### src/rtl/asx_pkg.sv
package asx_pkg;
  localparam int SAMPLE_W = 32;

  typedef enum logic [1:0] {
    FMT_LJ   = 2'd0,
    FMT_RJ   = 2'd1,
    FMT_SLOT = 2'd2,
    FMT_RSV  = 2'd3
  } fmt_e;

  function automatic logic [5:0] wl_bits(input logic [1:0] code);
    case (code)
      2'd0:    wl_bits = 6'd16;
      2'd1:    wl_bits = 6'd20;
      2'd2:    wl_bits = 6'd24;
      default: wl_bits = 6'd32;
    endcase
  endfunction
endpackage

### src/rtl/asx_clkgen.sv
module asx_clkgen #(
  parameter int DIV_W = 4
) (
  input  logic             clk,
  input  logic             rst_n,
  input  logic             run,
  input  logic [DIV_W-1:0] div,
  output logic             bclk,
  output logic             prime,
  output logic             fall_ev
);
  logic             act_q, act_d;
  logic [DIV_W-1:0] cnt_q, cnt_d;
  logic             bclk_q, bclk_d;
  logic             tick;

  assign prime   = run & ~act_q;
  assign tick    = act_q & (cnt_q == div);
  assign fall_ev = prime | (tick & bclk_q);
  assign bclk    = bclk_q;

  always_comb begin
    act_d  = act_q;
    cnt_d  = cnt_q;
    bclk_d = bclk_q;
    if (!run) begin
      act_d  = 1'b0;
      cnt_d  = '0;
      bclk_d = 1'b0;
    end else if (prime) begin
      act_d  = 1'b1;
      cnt_d  = '0;
      bclk_d = 1'b0;
    end else if (tick) begin
      cnt_d  = '0;
      bclk_d = ~bclk_q;
    end else begin
      cnt_d  = cnt_q + 1'b1;
    end
  end

  always_ff @(posedge clk or negedge rst_n) begin
    if (!rst_n) begin
      act_q  <= 1'b0;
      cnt_q  <= '0;
      bclk_q <= 1'b0;
    end else begin
      act_q  <= act_d;
      cnt_q  <= cnt_d;
      bclk_q <= bclk_d;
    end
  end
endmodule

### src/rtl/asx_framer.sv
module asx_framer #(
  parameter int FRM_W = 8
) (
  input  logic             clk,
  input  logic             rst_n,
  input  logic             run,
  input  logic             prime,
  input  logic             fall_ev,
  input  logic [FRM_W-1:0] frame_len,
  input  logic [FRM_W-1:0] half,
  input  logic [FRM_W-1:0] sync_pos,
  output logic [FRM_W-1:0] pos_next,
  output logic             frame_start,
  output logic             wclk,
  output logic             fsync
);
  logic [FRM_W-1:0] pos_q, pos_d;
  logic             wclk_q, wclk_d;
  logic             fsync_q, fsync_d;
  logic [FRM_W-1:0] last_pos;

  assign last_pos    = frame_len - 1'b1;
  assign pos_next    = (prime || pos_q >= last_pos) ? '0 : pos_q + 1'b1;
  assign frame_start = fall_ev && (pos_next == '0);
  assign wclk        = wclk_q;
  assign fsync       = fsync_q;

  always_comb begin
    pos_d   = pos_q;
    wclk_d  = wclk_q;
    fsync_d = fall_ev && (pos_next == sync_pos);
    if (!run) begin
      pos_d   = '0;
      wclk_d  = 1'b0;
      fsync_d = 1'b0;
    end else if (fall_ev) begin
      pos_d  = pos_next;
      wclk_d = pos_next < half;
    end
  end

  always_ff @(posedge clk or negedge rst_n) begin
    if (!rst_n) begin
      pos_q   <= '0;
      wclk_q  <= 1'b0;
      fsync_q <= 1'b0;
    end else begin
      pos_q   <= pos_d;
      wclk_q  <= wclk_d;
      fsync_q <= fsync_d;
    end
  end
endmodule

### src/rtl/asx_bitsel.sv
module asx_bitsel import asx_pkg::*; #(
  parameter int FRM_W = 8
) (
  input  logic [1:0]          fmt,
  input  logic [1:0]          wlen,
  input  logic [FRM_W-1:0]    half,
  input  logic [1:0]          ch_en,
  input  logic                hiz,
  input  logic [FRM_W-1:0]    pos,
  input  logic [SAMPLE_W-1:0] word_l,
  input  logic [SAMPLE_W-1:0] word_r,
  output logic                bit_o,
  output logic                oe_o
);
  localparam int PW = FRM_W + 1;

  logic          ch;
  logic [PW-1:0] k, w, h, idx;
  logic          valid, en, none;
  logic [SAMPLE_W-1:0] word;

  always_comb begin
    h     = {1'b0, half};
    w     = PW'(wl_bits(wlen));
    ch    = pos >= half;
    k     = ch ? ({1'b0, pos} - h) : {1'b0, pos};
    word  = ch ? word_r : word_l;
    if (fmt == FMT_RJ) begin
      valid = (k < h) && ((k + w) >= h);
      idx   = h - 1'b1 - k;
    end else begin
      valid = k < w;
      idx   = w - 1'b1 - k;
    end
    en    = (fmt == FMT_SLOT) ? ch_en[ch] : 1'b1;
    none  = (fmt == FMT_SLOT) && (ch_en == 2'b00);
    bit_o = en && valid && word[idx[4:0]];
    oe_o  = !none && (en || !hiz);
  end
endmodule

### src/rtl/asx_tx.sv
module asx_tx import asx_pkg::*; #(
  parameter int DIV_W = 4,
  parameter int FRM_W = 8
) (
  input  logic                clk,
  input  logic                rst_n,
  input  logic                pwr_up_i,
  input  logic                keep_clk_i,
  input  logic [1:0]          fmt_i,
  input  logic [1:0]          wlen_i,
  input  logic [FRM_W-1:0]    frame_len_i,
  input  logic [DIV_W-1:0]    div_i,
  input  logic [1:0]          ch_en_i,
  input  logic                hiz_i,
  input  logic [SAMPLE_W-1:0] left_i,
  input  logic [SAMPLE_W-1:0] right_i,
  output logic                bclk_o,
  output logic                wclk_o,
  output logic                dout_o,
  output logic                dout_oe_o,
  output logic                fsync_o,
  output logic                cfg_err_o
);
  logic                run, prime, fall_ev, frame_start;
  logic [FRM_W-1:0]    half, sync_pos, pos_next;
  logic [SAMPLE_W-1:0] hold_l_q, hold_r_q, hold_l_d, hold_r_d;
  logic [SAMPLE_W-1:0] src_l, src_r;
  logic                bit_c, oe_c;
  logic                dout_q, dout_d, oe_q, oe_d;
  logic [FRM_W:0]      twice_w;

  assign run      = pwr_up_i | keep_clk_i;
  assign half     = frame_len_i >> 1;
  assign sync_pos = (fmt_i == FMT_SLOT && !ch_en_i[0] && ch_en_i[1]) ? half : '0;
  assign twice_w  = (FRM_W + 1)'({wl_bits(wlen_i), 1'b0});
  assign cfg_err_o = (fmt_i == FMT_RSV) ||
                     ((fmt_i == FMT_RJ) && ({1'b0, frame_len_i} <= twice_w));

  asx_clkgen #(.DIV_W(DIV_W)) u_clk (
    .clk(clk), .rst_n(rst_n), .run(run), .div(div_i),
    .bclk(bclk_o), .prime(prime), .fall_ev(fall_ev)
  );

  asx_framer #(.FRM_W(FRM_W)) u_frm (
    .clk(clk), .rst_n(rst_n), .run(run), .prime(prime), .fall_ev(fall_ev),
    .frame_len(frame_len_i), .half(half), .sync_pos(sync_pos),
    .pos_next(pos_next), .frame_start(frame_start),
    .wclk(wclk_o), .fsync(fsync_o)
  );

  assign src_l = frame_start ? left_i  : hold_l_q;
  assign src_r = frame_start ? right_i : hold_r_q;

  asx_bitsel #(.FRM_W(FRM_W)) u_sel (
    .fmt(fmt_i), .wlen(wlen_i), .half(half), .ch_en(ch_en_i), .hiz(hiz_i),
    .pos(pos_next), .word_l(src_l), .word_r(src_r),
    .bit_o(bit_c), .oe_o(oe_c)
  );

  always_comb begin
    hold_l_d = hold_l_q;
    hold_r_d = hold_r_q;
    dout_d   = dout_q;
    oe_d     = oe_q;
    if (!run) begin
      dout_d = 1'b0;
      oe_d   = 1'b0;
    end else if (fall_ev) begin
      hold_l_d = src_l;
      hold_r_d = src_r;
      dout_d   = bit_c;
      oe_d     = oe_c;
    end
  end

  always_ff @(posedge clk or negedge rst_n) begin
    if (!rst_n) begin
      hold_l_q <= '0;
      hold_r_q <= '0;
      dout_q   <= 1'b0;
      oe_q     <= 1'b0;
    end else begin
      hold_l_q <= hold_l_d;
      hold_r_q <= hold_r_d;
      dout_q   <= dout_d;
      oe_q     <= oe_d;
    end
  end

  assign dout_o    = dout_q;
  assign dout_oe_o = oe_q;
endmodule

### config.mk
export PLATFORM = sky130hd
export DESIGN_NAME = asx_tx
export DESIGN_NICKNAME = d
export VERILOG_FILES = /design/src/rtl/asx_pkg.sv /design/src/rtl/asx_clkgen.sv /design/src/rtl/asx_framer.sv /design/src/rtl/asx_bitsel.sv /design/src/rtl/asx_tx.sv
export SDC_FILE = /design/constraint.sdc
export NUM_CORES = 1
export LEC_CHECK = 0
export ABC_AREA = 1
export BUFFER_PORTS_ARGS = -buffer_cell sky130_fd_sc_hd__buf_2
export CAP_MARGIN = 10
export CORE_ASPECT_RATIO = 1.2
export CORE_MARGIN = 2
export CORE_UTILIZATION = 53
export DETAILED_ROUTE_END_ITERATION = 10
export PLACE_DENSITY = 0.78
export SYNTH_ARGS = -nofsm -noshare
export SYNTH_HDL_FRONTEND = slang
export SYNTH_SLANG_ARGS = --single-unit
### constraint.sdc
create_clock -name clk -period 5.15 [get_ports clk]
set_clock_uncertainty 0.05 [all_clocks]
set_input_delay 1.03 -clock clk [delete_from_list [all_inputs] [get_ports clk]]
set_output_delay 1.03 -clock clk [all_outputs]
set_load 0.02 [all_outputs]
==> flow_summary.toml, run 1 <==
[pwr]
p_leak_uw = 0.00453
vdd_drop_max_uv = 178
power_density_nw_per_um2 = 349

[synth]
synth_area_leaders = "dfrtp_1 (31%), nand2_1 (12%), nand3_1 (9.2%)"
synth_edf_count = 0
yosysWarnings = 0
synth_cells = 922
synth-main-ff-cell = "dfrtp_1"
netlist.area_leader.share = 0.310
synthArstFlopShare = 1.00
synth-seq-cells = 82
yosysTopAreaCell = "dfrtp_1"
synth_cell_types = 47
synth_nets = 1059
syn-cell-area_um2 = 6610
avgSynthCellArea_um2 = 7.17
seq_area_frac_synth = 0.310

[routing]
wl_mm = 18.9
route.met2.wl_mm = 9.33
vias_per_cell = 5.58
drt_pass1_iterations = 7
drt-met1-wl_mm = 8.08
post_drt_wl_per_cell_um = 15.2
postRouteAntennaNets = 0
wl_met3_um = 916
drc = 0
via_count = 6953
dr.max_layer_used = "met4"
drt-initial-drc-count = 521

[sta]
fmaxAchievable_ghz = 0.176
final-hold-violation-count = 0
max-slew-margin-rel = 0.236
period_minus_slack_ns = 5.68
setup_violations = 1
fin_setup_tns_ns = -0.532
fin_ws_ns = -0.532
period_share = 1.10
worstMarginPinSlew_ns = 1.15
rsz0062_at_grt = "yes"
slew_violations = 0

[status]
status = "finished, violations left"
failed_checks = "setup timing"

[global_route]
grt_remaining_overflow = 0
antenna_found_initial = 0
grt_pass1_vias = 6486
grt_util_all_layers = 0.288
grt_pass1_wl_mm = 31.1
grt_max_degree = 129

[cts]
root_buffer = "clkbuf_16"
cts_tree = "done"
worstSkewPairLatency_ns = 0.33
cts_buffers = 9
clock-sinks = 82
cts_max_level = 3
cts_buffer_depth = 2
path_clk_slew_ns = 0.07

[place]
post-dp-hpwl_mm = 14.3
port_buffers = 92
gp_congestion = 0.931
dpl_cell_area_um2 = 7960

[layout]
design_area_um2 = 8380
areaGrowthSynthToFinish_pct = 26.8
drive_gt1_frac = 0.241
most-common-layout-cells = "nand2_1 (201), nand3_1 (117), inv_1 (97)"
seqCellArea_um2 = 2050
final_common_cell = "nand2_1"
nNetsFinal = 1218
n_fill_cell = 1052
diodes = 0
multi_input_area_um2 = 4140

[floorplanning]
die_w_um = 106
die_h_um = 126
initial_core_util = 0.546
io_pins = 93
rows = 44
coreArea_um2 = 12100
die_area_um2 = 13400

[setup_path]
critPathSlowestCell = "fa_2"
cp.required_ns = 5.33
worstPathMaxFanout = 7
startpoint_type = "primary input"
crit_type = "primary input to flop"
critPathMaxStageDelay_ns = 0.36
crit_top_cell = "nor2_1"
critPathCaptureType = "flop"
cp.arrival_ns = 5.86

[run]
drv_cap = 0

[min_path]
worstHoldPathType = "flop to flop"
[through the flow]
| step | setup slack (ns) | hold slack (ns) | utilization | power [uW] | cells |
|---|---|---|---|---|---|
| after detailed placement | -0.898 | 0.416 | 0.657 | 2260 | 1226 |
| final | -0.532 | 0.425 | 0.692 | 2930 | 1247 |
| after global placement | -0.719 | 0.408 | 0.657 | 2210 | 1226 |
| after CTS | -0.422 | 0.429 | 0.688 | 2920 | 1244 |
| after global routing | -0.902 | 0.439 | 0.692 | 3160 | 1247 |
| after floorplan | -0.662 | 0.400 | - | 1870 | 922 |
[cells in the mapped netlist, types with 4 or more instances]
| cell | number |
|---|---|
| xnor2_1 | 8 |
| o22ai_1 | 5 |
| fa_1 | 4 |
| nand2_1 | 205 |
| a21oi_1 | 53 |
| ha_1 | 46 |
| dfrtp_1 | 82 |
| o21ai_0 | 76 |
| nand4_1 | 38 |
| xor2_1 | 20 |
| nand3_1 | 121 |
| buf_6 | 4 |
| nand2_2 | 4 |
| clkbuf_1 | 25 |
| nor2_1 | 33 |
| inv_1 | 103 |
| a21o_1 | 34 |
| o21ai_1 | 8 |
| nor3_1 | 4 |
| buf_2 | 8 |
| buf_1 | 4 |
[cell families after synthesis]
logic type / share of synthesized area
buf+inv: 0.0937
flops: 0.310
xor+xnor: 0.0371
fa+ha+maj: 0.0992
compound gates: 0.171
simple gates: 0.289
[power by group]
part / total, uW / switching (uW) / internal (uW)
clock network: 663 / 271 / 392
registers: 1030 / 134 / 893
logic: 1240 / 707 / 530
[cell type report]
cell class              instances  area share
well taps                     161      0.0240
repair buffers                193       0.154
clock buffers                  11      0.0290
flip-flops and latches         82       0.245
inverters                     104      0.0469
multi-input cells             691       0.494
clock inverters                 5     0.00731
[critical path, delay by kind of cell]
kind / cells / cell delay (ns)
simple gates: 16 / 1.42
compound gates: 6 / 0.93
fa+ha+maj: 6 / 1.47
xor+xnor: 2 / 0.32
buf+inv: 7 / 0.70
[flip-flops by register name, indices dropped and copies added (netlist names)]
name,cells
dout_o,1
dout_oe_o,1
u_frm.wclk,1
u_frm.pos_q,8
u_clk.act_q,1
hold_l_q,32
hold_r_q,32
u_frm.fsync,1
u_clk.cnt_q,4
u_clk.bclk,1
[routing by layer]
metal | GRT usage | up-vias
met4 | 0.108 | 0
met2 | 0.493 | 231
met1 | 0.375 | 3242
met3 | 0.0349 | 41
li1 | - | 3439
met5 | 0 | -
[timing repair]
item | 4_1_cts | 5_1_grt
pin swaps | 5 | 30
gates resized for setup | 10 | 11
setup endpoints to repair | 1 | 1
hold buffers | 0 | 0
setup buffers | 2 | 3
[worst paths after layout]
kind,startpoint,to,slack [ns],cells past startpoint
setup reg to reg,u_frm.pos_q[5]$_DFFE_PN0P_,dout_o$_DFFE_PN0P_,0.36,30
hold reg to reg,hold_r_q[5]$_DFFE_PN0P_,hold_r_q[5]$_DFFE_PN0P_,0.43,1
min in group asynchronous,rst_n,u_frm.pos_q[2]$_DFFE_PN0P_,0.61,1
max in group asynchronous,rst_n,hold_r_q[11]$_DFFE_PN0P_,3.47,2
setup / recovery,frame_len_i[0],dout_o$_DFFE_PN0P_,-0.53,37
hold / removal,hold_r_q[5]$_DFFE_PN0P_,hold_r_q[5]$_DFFE_PN0P_,0.43,1
Power figures use the tool's default switching activity.
==> inputs of run 2 (changes only) <==
BUFFER_PORTS_ARGS = -buffer_cell sky130_fd_sc_hd__buf_4   (was -buffer_cell sky130_fd_sc_hd__buf_2)
CORE_ASPECT_RATIO = not set   (was 1.2)
==> run 2 against run 1 <==
The flow still finishes with violations (setup timing). Via count grew 3.4%. Critical endpoint unchanged. Register-to-register slack gained 0.05 ns. Hold slack gained 0.00087 ns. Global-route usage grew 1.6 points. Cell count grew 1.2%.
==> flow_summary.toml, run 2 (same netlist as run 1, synthesis figures left out) <==
[status]
status = "finished, violations left"
failed_checks = "setup timing"

[layout]
drive_gt1_frac = 0.258
diodes = 0
top_regs = "hold_l_q (32), hold_r_q (32), u_frm.pos_q (8)"
final_util = 0.723
most-common-layout-cells = "nand2_1 (201), buf_4 (193), nand3_1 (115)"
nNetsFinal = 1226
final_common_cell = "nand2_1"
areaGrowthSynthToFinish_pct = 32.5

[place]
gp_congestion = 0.934
post-dp-hpwl_mm = 14.2
port_buffers = 92

[run]
drv_cap = 0

[floorplanning]
rows = 40
io_pins = 93
die_area_um2 = 13400
coreArea_um2 = 12100
initial_core_util = 0.546
die_h_um = 116
die_w_um = 116

[pwr]
internal-power_uw = 1840
switching_share = 0.385
seqPwrFrac = 0.344
p_clk_frac = 0.217
p_switching_uw = 1150
power_density_nw_per_um2 = 342
power_frac_comb = 0.439
vdd_drop_max_uv = 168
p_leak_uw = 0.00464
totalPowerFinal_uw = 2990

[sta]
setup_violations = 1
fin_ws_ns = -0.439
rsz0062_at_grt = "yes"
slew_violations = 0
worstMarginPinSlew_ns = 1.06
final-hold-violation-count = 0
period_share = 1.09
period_minus_slack_ns = 5.59
max-slew-margin-rel = 0.294
fin_setup_tns_ns = -0.439
fmaxAchievable_ghz = 0.179

[cts]
cts_buffer_depth = 2
cts_tree = "done"
root_buffer = "clkbuf_16"
cts_max_level = 3
path_clk_slew_ns = 0.07
clock-sinks = 82
cts_buffers = 9
worstSkewPairLatency_ns = 0.34
ctsHoldBuffers = 0

[routing]
dr.max_layer_used = "met4"
postRouteAntennaNets = 0
post_drt_wl_per_cell_um = 16.3
drc = 0
via_count = 7192
drt_pass1_iterations = 5
vias_per_cell = 5.70
route.met2.wl_mm = 9.48
wl_met3_mm = 1.69
drt-met1-wl_mm = 8.81
drt-initial-drc-count = 794
wl_mm = 20.6

[setup_path]
startpoint_type = "primary input"
crit_type = "primary input to flop"
r2r_cells = 30
worstPathMaxFanout = 7
r2r_slack_ns = 0.41
critPathMaxStageDelay_ns = 0.35
critPathCaptureType = "flop"
cp.arrival_ns = 5.77
critPathSlowestCell = "fa_2"
reg2reg_from = "u_frm.pos_q[5]$_DFFE_PN0P_"
rr_endpoint = "dout_o$_DFFE_PN0P_"
cp.required_ns = 5.33

[min_path]
min_path_cells = 1
hold_path_startpoint = "hold_l_q[25]$_DFFE_PN0P_"
whs_endpoint = "hold_l_q[25]$_DFFE_PN0P_"
worstHoldPathType = "flop to flop"

[global_route]
grt_pass1_vias = 6568
grt_max_degree = 115
grt_remaining_overflow = 0
grt_util_all_layers = 0.304
grt_pass1_wl_mm = 32.1
antenna_found_initial = 0
## run 2: what timing repair did
| action | CTS | global route |
|---|---|---|
| endpoints found under the setup margin | 1 | 1 |
| pin swaps | 29 | 14 |
| gates resized for setup | 28 | 10 |
| setup buffers | 9 | 7 |
## run 2: critical path: cells and delay by family
family / cells / cell delay [ns]
fa+ha+maj: 6 / 1.38
compound gates: 8 / 1.15
simple gates: 14 / 1.13
buf+inv: 7 / 0.74
xor+xnor: 2 / 0.33
## run 2: layout make-up
| cell class | count | area, um2 |
|---|---|---|
| inverters | 104 | 395 |
| fillers | 947 | 3350 |
| well taps | 168 | 210 |
| clock buffers | 11 | 233 |
| flip-flops and latches | 82 | 2050 |
| clock inverters | 5 | 62.6 |
| multi-input cells | 691 | 4230 |
| repair buffers | 201 | 1570 |
## run 2: layer usage
metal / vias up / track usage
met1: 3325 / 0.422
met5: - / 0
met3: 61 / 0.0507
met2: 359 / 0.494
met4: 0 / 0.0873
li1: 3447 / -
## run 2: worst max-delay path by stage
stage	from	endpoint	slack [ns]
global route	frame_len_i[1]	dout_o$_DFFE_PN0P_	-0.77
global placement	frame_len_i[1]	dout_o$_DFFE_PN0P_	-0.67
CTS	frame_len_i[1]	dout_o$_DFFE_PN0P_	-0.30
floorplan	frame_len_i[0]	dout_o$_DFFE_PN0P_	-0.66
detailed placement	frame_len_i[1]	dout_o$_DFFE_PN0P_	-0.88
finish	frame_len_i[1]	dout_o$_DFFE_PN0P_	-0.44
## run 2: per-stage QoR
| step | cell area [um2] | setup slack (ns) | cells | hold WS, ns |
|---|---|---|---|---|
| 4_1_cts | 8660 | -0.298 | 1255 | 0.428 |
| 2_1_floorplan | 6770 | -0.662 | 922 | 0.400 |
| 5_1_grt | 8760 | -0.774 | 1262 | 0.438 |
| 3_3_place_gp | 8170 | -0.674 | 1230 | 0.408 |
| 3_5_place_dp | 8170 | -0.883 | 1230 | 0.415 |
| 6_report | 8760 | -0.439 | 1262 | 0.426 |
## run 2: power groups by stage
stage               registers, uW  logic, uW  clock network (uW)
floorplan                    1010        860                   0
global placement             1020       1220                   0
detailed placement           1040       1260                   0
CTS                          1030       1280                 656
global route                 1060       1470                 684
finish                       1030       1310                 649
